$ cat src/rtl/brk_seq_pkg.sv
package brk_seq_pkg;

    typedef enum logic {
        MODE_OR  = 1'b0,
        MODE_SEQ = 1'b1
    } brk_mode_e;

    typedef struct packed {
        logic fire;
        logic dec;
        logic disarm;
    } brk_action_t;

    // Per-cycle decision from the current state and the match pulses.
    function automatic brk_action_t brk_decide(
        input brk_mode_e mode,
        input logic      armed,
        input logic      hit_a,
        input logic      hit_b,
        input logic      cnt_zero,
        input logic      cnt_one
    );
        brk_action_t act;
        act = '0;
        if (mode == MODE_OR) begin
            act.fire   = hit_a | hit_b;
            act.disarm = 1'b1;
        end else if (armed && hit_b) begin
            if (cnt_zero || cnt_one) begin
                act.fire   = 1'b1;
                act.disarm = 1'b1;
                act.dec    = cnt_one;
            end else begin
                act.dec    = 1'b1;
            end
        end
        return act;
    endfunction

endpackage

$ cat src/rtl/brk_arm_tracker.sv
module brk_arm_tracker
    import brk_seq_pkg::*;
(
    input  logic      clk,
    input  logic      rst,
    input  brk_mode_e mode,
    input  logic      hit_a,
    input  logic      disarm,
    output logic      armed
);
    logic armed_q;

    always_ff @(posedge clk) begin
        if (rst)
            armed_q <= 1'b0;
        else if (disarm)
            armed_q <= 1'b0;
        else if (mode == MODE_SEQ && hit_a)
            armed_q <= 1'b1;
    end

    assign armed = armed_q;

    // leaving sequential mode drops the recorded A match
    p_or_mode_disarms_r6: assert property (@(posedge clk) disable iff (rst)
        (mode == MODE_OR) |=> !armed_q);
endmodule

$ cat src/rtl/brk_exec_counter.sv
module brk_exec_counter #(
    parameter int CNT_W = 16
) (
    input  logic             clk,
    input  logic             rst,
    input  logic             load,
    input  logic [CNT_W-1:0] load_val,
    input  logic             dec,
    output logic [CNT_W-1:0] count,
    output logic             is_zero,
    output logic             is_one
);
    localparam logic [CNT_W-1:0] ONE = CNT_W'(1);

    logic [CNT_W-1:0] cnt_q;

    always_ff @(posedge clk) begin
        if (rst)
            cnt_q <= '0;
        else if (load)
            cnt_q <= load_val;
        else if (dec && cnt_q != '0)
            cnt_q <= cnt_q - ONE;
    end

    assign count   = cnt_q;
    assign is_zero = (cnt_q == '0);
    assign is_one  = (cnt_q == ONE);

    // a load wins over any decrement
    p_load_wins_r11: assert property (@(posedge clk) disable iff (rst)
        load |=> cnt_q == $past(load_val));
endmodule

$ cat src/rtl/brk_seq_top.sv
module brk_seq_top
    import brk_seq_pkg::*;
#(
    parameter int CNT_W = 16
) (
    input  logic             clk,
    input  logic             rst,
    input  logic             hit_a,
    input  logic             hit_b,
    input  logic             seq_en,
    input  logic             cnt_load,
    input  logic [CNT_W-1:0] cnt_val,
    output logic             brk_req,
    output logic             armed,
    output logic [CNT_W-1:0] exec_cnt
);
    brk_mode_e   mode;
    brk_action_t act;
    logic        cnt_zero;
    logic        cnt_one;
    logic        req_q;

    assign mode = seq_en ? MODE_SEQ : MODE_OR;

    always_comb begin
        act = brk_decide(mode, armed, hit_a, hit_b, cnt_zero, cnt_one);
    end

    brk_arm_tracker u_arm (
        .clk    (clk),
        .rst    (rst),
        .mode   (mode),
        .hit_a  (hit_a),
        .disarm (act.disarm),
        .armed  (armed)
    );

    brk_exec_counter #(.CNT_W(CNT_W)) u_cnt (
        .clk      (clk),
        .rst      (rst),
        .load     (cnt_load),
        .load_val (cnt_val),
        .dec      (act.dec),
        .count    (exec_cnt),
        .is_zero  (cnt_zero),
        .is_one   (cnt_one)
    );

    always_ff @(posedge clk) begin
        if (rst)
            req_q <= 1'b0;
        else
            req_q <= act.fire;
    end

    assign brk_req = req_q;

    // OR mode forwards either match one cycle later
    p_or_mode_r2: assert property (@(posedge clk) disable iff (rst)
        !seq_en |=> brk_req == $past(hit_a | hit_b));

    // no recorded A match means no sequential break
    p_unarmed_quiet_r4: assert property (@(posedge clk) disable iff (rst)
        (seq_en && !armed) |=> !brk_req);

    // count above one steps down and holds off the break
    p_count_down_r8: assert property (@(posedge clk) disable iff (rst)
        (seq_en && armed && hit_b && exec_cnt > CNT_W'(1) && !cnt_load)
        |=> (!brk_req && armed && exec_cnt == $past(exec_cnt) - CNT_W'(1)));

    // a fired sequential break disarms
    p_fire_disarms_r10: assert property (@(posedge clk) disable iff (rst)
        (seq_en && armed && hit_b && exec_cnt <= CNT_W'(1))
        |=> (brk_req && !armed));

    // OR mode never changes the count except by load
    p_or_count_hold_r12: assert property (@(posedge clk) disable iff (rst)
        (!seq_en && !cnt_load) |=> $stable(exec_cnt));
endmodule

$ cat config.mk
export PLATFORM = sky130hd
export DESIGN_NAME = brk_seq_top
export DESIGN_NICKNAME = d
export VERILOG_FILES = /design/src/rtl/brk_seq_pkg.sv /design/src/rtl/brk_arm_tracker.sv /design/src/rtl/brk_exec_counter.sv /design/src/rtl/brk_seq_top.sv
export SDC_FILE = /design/constraint.sdc
export NUM_CORES = 1
export LEC_CHECK = 0
export BUFFER_PORTS_ARGS = -buffer_cell sky130_fd_sc_hd__buf_2
export CAP_MARGIN = 20
export CORE_MARGIN = 2
export CORE_UTILIZATION = 44
export CTS_CLUSTER_SIZE = 28
export DETAILED_ROUTE_END_ITERATION = 10
export GPL_TIMING_DRIVEN = 0
export PLACE_DENSITY = 0.83
export SLEW_MARGIN = 20
export SYNTH_ARGS = -nofsm -noshare
export SYNTH_HDL_FRONTEND = slang
export SYNTH_SLANG_ARGS = --single-unit
$ cat constraint.sdc
create_clock -name clk -period 2.05 [get_ports clk]
set_clock_uncertainty 0.1 [all_clocks]
set_input_delay 0.41 -clock clk [delete_from_list [all_inputs] [get_ports clk]]
set_output_delay 0.41 -clock clk [all_outputs]
set_load 0.05 [all_outputs]
# ---- Word-level counts from Yosys, hierarchy flattened
# Index checks and enable logic that the tools add are counted.
dict set report word_totals {
  input_bits 22
  register_bits 18
  elab_cells 23
}
dict set report op_classes {
  reduce_logical 8
  n_eq_ne 1
  mux 9
  n_bitwise 1
  add_sub_neg 1
}
# cell count
set ops {}
lappend ops {{16-bit two-way mux} 2}
lappend ops {{16-bit by 1-bit == test with 1-bit output, second input constant} 1}
lappend ops {{16-bit logical NOT} 1}
lappend ops {{16-bit nonzero test} 1}
lappend ops {{16-bit by 1-bit subtractor with 16-bit output, second input constant} 1}
lappend ops {{1-bit two-way mux} 6}
lappend ops {{1-bit logical AND} 3}
lappend ops {{3-bit two-way mux} 1}
lappend ops {{2-bit nonzero test} 1}
lappend ops {{2-bit OR reduction} 1}
lappend ops {{1-bit logical OR} 1}
lappend ops {{1-bit OR} 1}

# ---- Logic depth before layout (Yosys ltp)
# Gate-level depths: netlist of run 1.
dict set report logic_depth {
  depth_word 8
  depth_mapped 7
  ltp_nobuf 7
}

# ---- Cells and area by module
# A second synthesis of run 1 with hierarchy kept.
dict set report hier_totals {
  hier_cells 133
  area_unflattened_um2 1071.0
}
# module area_per_inst_um2 cells_each n_inst
set modules_own_cells {}
lappend modules_own_cells {brk_exec_counter 974.7 122 1}
lappend modules_own_cells {brk_seq_top 57.6 8 1}
lappend modules_own_cells {brk_arm_tracker 38.8 3 1}

# ---- Worst setup path before layout of run 1
# OpenSTA, ideal clock, no wires.
dict set report synth_path {
  path_type {reg2reg}
  from {register u_cnt.cnt_q[0] (netlist: u_cnt.count[0])}
  to {register u_cnt.cnt_q[13] (netlist: u_cnt.count[13])}
  n_path_buf 0
  period_less_slack_ps 2122
  path_stages_with_launch 8
  t_required_ps 1821
  slack_ps -72
  arrival_time_ps 1893
  path_cell_list {dfxtp_1 inv_1 ha_1 nor3b_1 nand4_2 and3_1 mux2i_1 o22ai_1}
}
dict set report synth_via {
  elab_chain_cells 7
  elab_cells_between_ends 12
  classes_between {add/sub: 1; eq/ne: 1; mux: 5; reduce/logical: 5}
}
# item line_no
set synth_lines {}
lappend synth_lines {{start: declaration} brk_exec_counter.sv:15} ;# logic [CNT_W-1:0] cnt_q;
lappend synth_lines {{start signal: assignment} brk_exec_counter.sv:21} ;# cnt_q <= load_val;
lappend synth_lines {{start signal: assignment} brk_exec_counter.sv:23} ;# cnt_q <= cnt_q - ONE;
lappend synth_lines {{branches (longest 7 deep; another with 16-bit by 1-bit subtractor with 16-bit output)} n/a}
# Several ways; the timed one is not identified. The select of a mux whose other input is x is not followed.
# A chain may end at the register's enable or synchronous reset.

# ---- Worst setup path in the final report of run 1
dict set report layout_path {
  from {register u_cnt.cnt_q[0] (netlist: u_cnt.count[0])}
  to {register u_cnt.cnt_q[9] (netlist: u_cnt.count[9])}
}
# The elaborated chain is that of the path after synthesis.

==> run summary, run 1 <==
Worst path slowest cell - dfxtp_2
Vias in the first global route - 1023
Initial Utilization - 45.5%
Post-CTS Hold Buffers - 0
Clock Tree Root - clkbuf_4
Final period demand of the worst path - 1.96 ns
Primary FF master, synth - dfxtp_1
Placed cells - 194
Port bufs - 38
Global-route wire length before repair - 4520 microns
Simple-Gate Fraction of Synth Area - 33.3%
Synth Area in Compound Gates - 16.2%
Antenna diodes - 0
Slew headroom - 70.9%
Layout area overhead - 30.9%
Worst setup margin - 0.0898 ns
Sequential area share after synthesis - 32.6%
Tightest Pin Transition - 0.437 ns
Post-Synthesis Cells - 126
FILL cells - 225
Crit Path Class - reg -> reg
CP arrival - 2.09 ns
CTS tree - built
Die ar. - 2930 sq um
DP HPWL - 2110 microns
Initial DRT Pass Iterations - 4
Initial DRC Count - 21
Syn nets - 150
Final hold viol count - 0
Finish-stage setup viols - 0
Later-pin clock latency in the skew report - 0.29 ns
Leakage - 0.597 nW
DP Area - 1340 sq um
GPL Wtd Cong - 0.868
Gate power share - 30.9%
PD cells - 637 nW/um^2
CP Max Fanout - 8
Die W - 54.1 microns
Chip height - 54.1 microns
CP startpoint kind - flip-flop
Int Power - 0.585 mW
Worst VDD drop - 0.396 mV
Post-place setup slack - -0.0136 ns
Synth top area cells - dfxtp_1, a211oi_1, nor2_1, xor2_1, nor4_2
Mux share of post-synthesis cell area - 0.905%
Yosys warns - 0
Residual DRC - 0
Adder-cell area share of the yosys netlist - 2.26%
Crit-path max cell delay - 0.38 ns
Setup TNS - 0 ns
Drt wl/cell - 14.1 microns
Sequential share of power - 45.2%
Data required, critical path - 2.18 ns
Mapped Area - 1110 sq um
CP endpoint kind - flip-flop
Synth area leader - dfxtp_1
H-tree levels - 1
Clock power share - 23.9%
Largest family of logic cells by synthesized area - simple AND/OR/NAND/NOR gates
Sw frac - 36.5%
Max-cap viol count - 0
Largest net degree at the start of global routing - 11
CTS clk-pin slew, worst paths - 0.10 ns
Post-Synth XOR/XNOR Area - 9.50%
Post-synthesis register bit count - 18
Fmax achieved - 510 MHz
Final nets - 195
Hold/Removal Path Class - in -> reg
Final std cells w/o fill - 200
Total GRT Usage - 21.2%
Top cell family by delay on the critical path - simple AND/OR/NAND/NOR gates
FFs w/ async S/R, synth - 0%
Std cell rows - 18
EDFF count, synth - 0
Sw power - 0.337 mW
Critical path, cell by cell - inv_1, ha_2, nor3b_2, nand4_2, and3_1, xnor2_1, a211oi_2
Crit path buf inv count - 1
Drt total wl - 2810 microns
Fin area - 1450 sq um
Yosys cell types - 43
Fin. max-slew vios - 0
CTS buffer count - 3
Clock sink count - 18
Synth Area per Inst - 8.78 sq um
Vias - 1147
Power consumption - 0.922 mW
Synth cell count leaders - nor2_1, dfxtp_1, a211oi_1
RSZ-0062 raised after global routing - yes
Max Buffers Root-to-Sink - 2
Top-level I/O count - 40
Outcome - finished clean
Fraction of layout cells with a size suffix above 1 - 38.8%
Antenna Nets Post-Route - 0
Remaining Overflow, GRT - 0
Most common cell in the netlist - nor2_1
Initial antenna violation count - 0
Period utilisation layout - 95.6%
Yosys top cell area share - 32.6%
Core area - 2430 sq um
Via density - 5.74
-- path summary, 6_finish.rpt --
path / slack, ns / from / cells after the start / endpoint
setup / recovery: 0.09 / u_cnt.count[0] / 7 / u_cnt.count[9]
hold / removal: 0.25 / cnt_val[1] / 3 / u_cnt.count[1]
setup reg to reg: 0.09 / u_cnt.count[0] / 7 / u_cnt.count[9]
hold reg to reg: 0.46 / u_arm.armed / 2 / u_arm.armed
-- stage by stage --
stage | utilization (%) | hold WS, ns
after floorplan | - | 0.445
after global placement | 55.0 | 0.418
after CTS | 57.6 | 0.241
final | 59.5 | 0.247
after detailed placement | 55.0 | 0.444
after global routing | 59.5 | 0.234
-- what timing repair did --
item                                    4_1_cts  5_1_grt
setup buffers                                 0        2
pin swaps                                     0        3
endpoints found under the setup margin        1       13
gates resized for setup                       3        9
cloned                                        0        0
-- final cells by class --
type	count	area, sq um	share of cell area [%]
inverter	3	11.3	0.778
tap	30	37.5	2.59
timing repair buffer	40	205	14.2
buffer	6	47.5	3.28
sequential	18	370	25.6
multi-input combinational	99	739	51.1
clock buffer	4	36.3	2.51
-- cell usage in the layout, fill, tap and decap left out, types with 3 or more instances in the layout --
master,instances
clkbuf_4,3
a211oi_1,9
nand4_1,5
and3_1,3
xor2_1,8
nand2_1,6
nor3_1,5
nor4_4,4
xnor2_1,4
nor2_1,19
dfxtp_1,14
dlygate4sd1_1,3
a21oi_1,3
buf_2,38
-- routing by layer --
layer | wire length (microns) | vias to the layer above | global-route usage, %
met2 | 1320 | 35 | 35.5
met3 | 162 | 4 | 4.17
met4 | 17 | 0 | 6.25
li1 | - | 564 | -
met1 | 1310 | 544 | 27.2
met5 | 0 | - | 0
-- registers in the layout (all words and copies together) (netlist names) --
name,flops
brk_req,1
u_cnt.count,16
u_arm.armed,1
-- cells by family after synthesis --
group,count (synthesis)
AND/OR/NAND/NOR,59
AO/OA/AOI/OAI,25
multiplexers,1
XOR/XNOR,12
buffers and inverters,9
flip-flops,18
adder cells (fa/ha/maj),2
-- power by group through the flow --
stage	Clock [mW]	Sequential (mW)	Combinational, mW
2_1_floorplan	0	0.496	0.119
3_3_place_gp	0	0.417	0.263
3_5_place_dp	0	0.419	0.269
4_1_cts	0.223	0.415	0.276
5_1_grt	0.247	0.422	0.306
6_report	0.220	0.417	0.285
-- worst reg2reg max path: stages (launching register included) --
cell,delay (ns)
dfxtp_2,0.38
inv_1,0.08
ha_2,0.23
nor3b_2,0.24
nand4_2,0.25
and3_1,0.27
xnor2_1,0.14
a211oi_2,0.21
(Power assumes the default switching activity.)
==> inputs of run 2 (changes only) <==
--- a/config.mk
+++ b/config.mk
@@ -5,15 +5,16 @@
 export SDC_FILE = /design/constraint.sdc
 export NUM_CORES = 1
 export LEC_CHECK = 0
-export BUFFER_PORTS_ARGS = -buffer_cell sky130_fd_sc_hd__buf_2
 export CAP_MARGIN = 20
 export CORE_MARGIN = 2
 export CORE_UTILIZATION = 44
 export CTS_CLUSTER_SIZE = 28
 export DETAILED_ROUTE_END_ITERATION = 10
+export DONT_BUFFER_PORTS = 1
 export GPL_TIMING_DRIVEN = 0
-export PLACE_DENSITY = 0.83
+export PLACE_DENSITY = 0.7
 export SLEW_MARGIN = 20
 export SYNTH_ARGS = -nofsm -noshare
 export SYNTH_HDL_FRONTEND = slang
+export SYNTH_HIERARCHICAL = 1
 export SYNTH_SLANG_ARGS = --single-unit
==> run 2 against run 1 <==
Effect of this change: sequential share of layout area fell by 0.26 points; power rose by 2.9%; first-iteration DRC count rose by 19%; the run now ends with setup timing left; cell count fell by 9.5%; critical path type unchanged; clock power rose by 5%.
==> run summary, run 2 <==
Outcome - finished, violations left
Failing checks - setup timing
Later-pin clock latency in the skew report - 0.30 ns
Max Buffers Root-to-Sink - 2
Top-level I/O count - 40
Initial antenna violation count - 0
Clock power share - 24.2%
FF-to-FF setup slack - -0.68 ns
Hold/Removal Path Class - in -> reg
WP depth - 8
Critical Path Start - u_cnt/count[4]
Post-place setup slack - -1.21 ns
Fin. max-slew vios - 0
Core area - 2250 sq um
Sw power - 0.371 mW
Port bufs - 0
Worst setup margin - -0.685 ns
RR Endpoint - u_cnt/count[6]
Total GRT Usage - 27.2%
CP endpoint kind - flip-flop
Max reg flops - 16
Synth Area per Inst - 8.05 sq um
Sw frac - 39.1%
Finish-stage setup viols - 18
Synth area leader - dfxtp_1
Drt wl/cell - 19.5 microns
Global-route wire length before repair - 5520 microns
CTS clk-pin slew, worst paths - 0.11 ns
Syn nets - 157
Fin area - 1570 sq um
Final nets - 178
Most common cell in the netlist - dfxtp_1
DP Area - 1200 sq um
DP HPWL - 2080 microns
Remaining Overflow, GRT - 0
Chip height - 53.3 microns
Mapped Area - 1070 sq um
Yosys warns - 6
Layout area overhead - 46.7%
Leakage - 0.491 nW
Worst VDD drop - 0.567 mV
Synth cell count leaders - dfxtp_1, nor2_1, nor3_1
R2R Path Start - u_cnt/count[4]
Post-CTS Hold Buffers - 0
Crit Path Class - reg -> reg
Data required, critical path - 2.13 ns
Antenna Nets Post-Route - 0
Crit path buf inv count - 1
Critical Path Sink - u_cnt/count[6]
Top cell family by delay on the critical path - simple AND/OR/NAND/NOR gates
Sequential area share after synthesis - 33.6%
Clock Tree Root - clkbuf_4
Clock sink count - 18
Post-Synthesis Cells - 133
Yosys top cell area share - 33.6%
Most used cell, CP - or4_4
Worst path slowest cell - or4_4
Critical path, cell by cell - or4_4, nor4_4, inv_2, a21oi_4, nand3b_1, or4_4, a211oi_1, nor3_1
Via density - 6.28
Vias in the first global route - 1128
Std cell rows - 17
EDFF count, synth - 0
Final hold viol count - 0
H-tree levels - 1
Residual DRC - 0
Most frequent cells in the layout - nor2_1, buf_4, xnor2_1
Slew headroom - 50.2%
CP arrival - 2.82 ns
Int Power - 0.577 mW
Post-synthesis register bit count - 18
FFs w/ async S/R, synth - 0%
Commonest non-fill, non-tap cell in the layout - nor2_1
Fin Hold WS - 0.0538 ns
Gate power share - 23.0%
CTS buffer count - 3
Vias - 1137
Period utilisation layout - 133%
GPL Wtd Cong - 0.872
PD cells - 603 nW/um^2
CP Max Fanout - 6
RSZ-0062 raised after global routing - yes
Final period demand of the worst path - 2.73 ns
Synth top area cells - dfxtp_1, xnor2_1, a211oi_1, nor2_1, nor4_1
Die W - 53.3 microns
CTS tree - built
Antenna diodes - 0
Crit-path max cell delay - 0.58 ns
Initial Utilization - 47.5%
Initial DRC Count - 25
Die ar. - 2840 sq um
Tightest Pin Transition - 0.740 ns
Max-cap viol count - 0
Initial DRT Pass Iterations - 4
Sequential share of power - 52.8%
Fmax achieved - 366 MHz
Yosys cell types - 31
Drt total wl - 3530 microns
Largest net degree at the start of global routing - 11
Primary FF master, synth - dfxtp_1
Fraction of layout cells with a size suffix above 1 - 47.1%
CP startpoint kind - flip-flop
Worst R2R Path Depth - 8
[run 2: power by group through the flow]
stage,Combinational [mW],Sequential (mW),Clock (mW)
6_report,0.218,0.501,0.230
5_1_grt,0.235,0.506,0.253
4_1_cts,0.188,0.496,0.234
3_5_place_dp,0.154,0.502,0
3_3_place_gp,0.148,0.499,0
2_1_floorplan,0.129,0.491,0
[run 2: kinds of logic (layout without fill, tap and decap cells)]
logic type	Yosys count	after routing	share of synthesized area, %
simple gates	64	64	33.2
buf+inv	11	31	3.85
flops	18	18	33.6
xor+xnor	10	10	8.18
compound gates	28	28	18.8
fa+ha+maj	2	2	2.34
[run 2: layer usage]
layer / vias up / track usage [%] / wire length [microns]
li1: 534 / - / -
met1: 558 / 30.8 / 1400
met2: 37 / 46.5 / 1830
met3: 8 / 7.06 / 230
met4: 0 / 13.2 / 74
met5: - / 0 / 0
[run 2: worst min-delay path by stage]
stage	startpoint	cells after the start	to	slack, ns
2_1_floorplan	rst	1	u_arm/armed	0.38
3_3_place_gp	rst	1	u_arm/armed	0.38
3_5_place_dp	rst	1	u_arm/armed	0.39
4_1_cts	rst	1	u_arm/armed	0.05
5_1_grt	rst	1	brk_req	0.04
6_report	rst	1	brk_req	0.05
[run 2: timing repair]
action / CTS / global route
setup buffers: 10 / 9
setup endpoints to repair: 18 / 18
pin swaps: 25 / 16
resized for setup: 28 / 14
[run 2: final cells by class]
type / instances / area, sq um
timing repair buffer: 17 / 139
clock buffer: 4 / 36.3
multi-input combinational: 104 / 921
sequential: 18 / 398
tap: 28 / 35.0
inverter: 5 / 23.8
buffer: 5 / 18.8
fill: 180 / 683
[run 2: metrics by stage]
stage	utilization (%)	cells	TNS [ns]	total power, mW
6_report	69.7	181	-9.37	0.948
2_1_floorplan	-	133	-6.66	0.620
5_1_grt	69.7	181	-10.86	0.994
3_5_place_dp	53.2	161	-12.39	0.656
3_3_place_gp	53.2	161	-11.41	0.648
4_1_cts	64.7	174	-9.55	0.918
==> inputs of run 3 (changes only) <==
--- a/config.mk
+++ b/config.mk
@@ -13,8 +13,7 @@
 export DONT_BUFFER_PORTS = 1
 export GPL_TIMING_DRIVEN = 0
 export PLACE_DENSITY = 0.7
-export SLEW_MARGIN = 20
+export SLEW_MARGIN = 25
 export SYNTH_ARGS = -nofsm -noshare
 export SYNTH_HDL_FRONTEND = slang
-export SYNTH_HIERARCHICAL = 1
 export SYNTH_SLANG_ARGS = --single-unit
==> run 3 against run 2 <==
Effect of this change: the run now ends clean; global-route usage down 6.6 points; setup slack improved by 0.74 ns; sequential power is 1% higher; critical endpoint is now u_cnt.count[14]; design area fell by 18%; die area rose by 3.0%; hold slack gained 0.087 ns; register-to-register slack better by 0.74 ns; power shrank 5.1%; combinational power decreased by 25%.
==> run summary, run 3 (same netlist as run 1, synthesis figures left out) <==
Antenna diodes - 0
PD cells - 694 nW/um^2
Sw power - 0.337 mW
CTS clk-pin slew, worst paths - 0.11 ns
Initial DRT Pass Iterations - 4
Tightest Pin Transition - 0.471 ns
Sequential share of power - 56.3%
Setup TNS - 0 ns
GPL Wtd Cong - 0.836
Initial DRC Count - 16
Die ar. - 2930 sq um
Top-level I/O count - 40
Later-pin clock latency in the skew report - 0.30 ns
Period utilisation layout - 97.4%
Most frequent cells in the layout - nor2_1, dfxtp_2, a211oi_1
Final period demand of the worst path - 2.00 ns
Fmax achieved - 501 MHz
H-tree levels - 1
Drt wl/cell - 17.1 microns
CP startpoint kind - flip-flop
Gate power share - 18.1%
Vias - 1035
CP endpoint kind - flip-flop
Final hold viol count - 0
Chip height - 54.1 microns
Std cell rows - 18
Final nets - 158
CTS tree - built
Remaining Overflow, GRT - 0
CTS buffer count - 3
Largest net degree at the start of global routing - 11
Crit Path Class - reg -> reg
Vias in the first global route - 922
Residual DRC - 0
Outcome - finished clean
Worst setup margin - 0.0527 ns
CP arrival - 2.12 ns
Layout area overhead - 17.2%
Via density - 6.35
Post-place setup slack - -0.171 ns
Port bufs - 0
Max reg flops - 16
Placed cells - 156
Initial Utilization - 45.5%
Hold/Removal Path Class - in -> reg
Finish-stage setup viols - 0
Slew headroom - 68.6%
Fin area - 1300 sq um
Leakage - 0.440 nW
Core Util, Final - 53.3%
Max Buffers Root-to-Sink - 2
Drt total wl - 2790 microns
Post-CTS Hold Buffers - 0
Worst VDD drop - 0.452 mV
DP Area - 1150 sq um
Initial antenna violation count - 0
DP HPWL - 1990 microns
Sw frac - 37.4%
Int Power - 0.563 mW
Global-route wire length before repair - 4340 microns
Commonest non-fill, non-tap cell in the layout - nor2_1
Clock Tree Root - clkbuf_4
Clock sink count - 18
Max-cap viol count - 0
Antenna Nets Post-Route - 0
Die W - 54.1 microns
Core area - 2430 sq um
Fin. max-slew vios - 0
Final std cells w/o fill - 163
Fraction of layout cells with a size suffix above 1 - 33.1%
Total GRT Usage - 20.6%
RSZ-0062 raised after global routing - yes
Data required, critical path - 2.18 ns
Clock power share - 25.6%
CP Max Fanout - 7
==> run 3: changes by cell type in the layout (fill, tap and decap cells not counted), sizes merged, moves of 3 or more <==
cell,delta
buf,-13
xor2,+8
nor3,-7
xnor2,-6
dlygate4sd1,+3
clkbuf,-3
nand4,+6
nand2b,-3
and3,+4
a21oi,-3
or3,-5
nor4,-6
==> run 3: per-stage QoR <==
step / power [mW] / hold WS (ns)
2_1_floorplan: 0.614 / 0.445
3_3_place_gp: 0.644 / 0.449
3_5_place_dp: 0.648 / 0.456
4_1_cts: 0.888 / 0.132
5_1_grt: 0.939 / 0.133
6_report: 0.900 / 0.140
==> run 3: path summary, 6_finish.rpt <==
check	start	end	slack, ns	depth (start not counted)
worst max-delay path	u_cnt.count[2]	u_cnt.count[14]	0.05	5
worst min-delay path	cnt_val[1]	u_cnt.count[1]	0.14	2
worst max register to register	u_cnt.count[2]	u_cnt.count[14]	0.05	5
worst min register to register	u_arm.armed	u_arm.armed	0.56	2
==> run 3: power by group through the flow <==
stage | logic, mW | clock network (mW) | registers (mW)
finish | 0.163 | 0.230 | 0.506
global route | 0.180 | 0.246 | 0.513
CTS | 0.153 | 0.230 | 0.505
detailed placement | 0.142 | 0 | 0.506
global placement | 0.138 | 0 | 0.505
floorplan | 0.119 | 0 | 0.496
==> run 3: timing repair <==
action	in CTS	in global routing
gates resized for setup	21	7
setup buffers	1	3
setup endpoints to repair	15	13
pin swaps	3	7
endpoints found under the hold margin	0	0
==> run 3: layout make-up <==
| class | instances | area (sq um) |
|---|---|---|
| Inverter | 3 | 11.3 |
| Buffer | 5 | 43.8 |
| Clock buffer | 4 | 36.3 |
| Fill cell | 224 | 1140 |
| Tap cell | 30 | 37.5 |
| Multi-Input combinational cell | 99 | 746 |
| Timing Repair Buffer | 4 | 30.0 |
| Sequential cell | 18 | 392 |
==> run 3: per-layer routing <==
layer | track usage [%] | wire length, microns | vias up
met5 | 0 | 0 | -
met4 | 10.8 | 78 | 0
met3 | 5.83 | 226 | 9
met2 | 31.5 | 1300 | 44
met1 | 25.8 | 1180 | 491
li1 | - | - | 491
==> run 3: critical path: stages (launching register included) <==
cell,delay [ns]
dfxtp_4,0.44
or4_4,0.60
nor4_4,0.25
nand4_1,0.13
xor2_1,0.17
a211oi_1,0.22
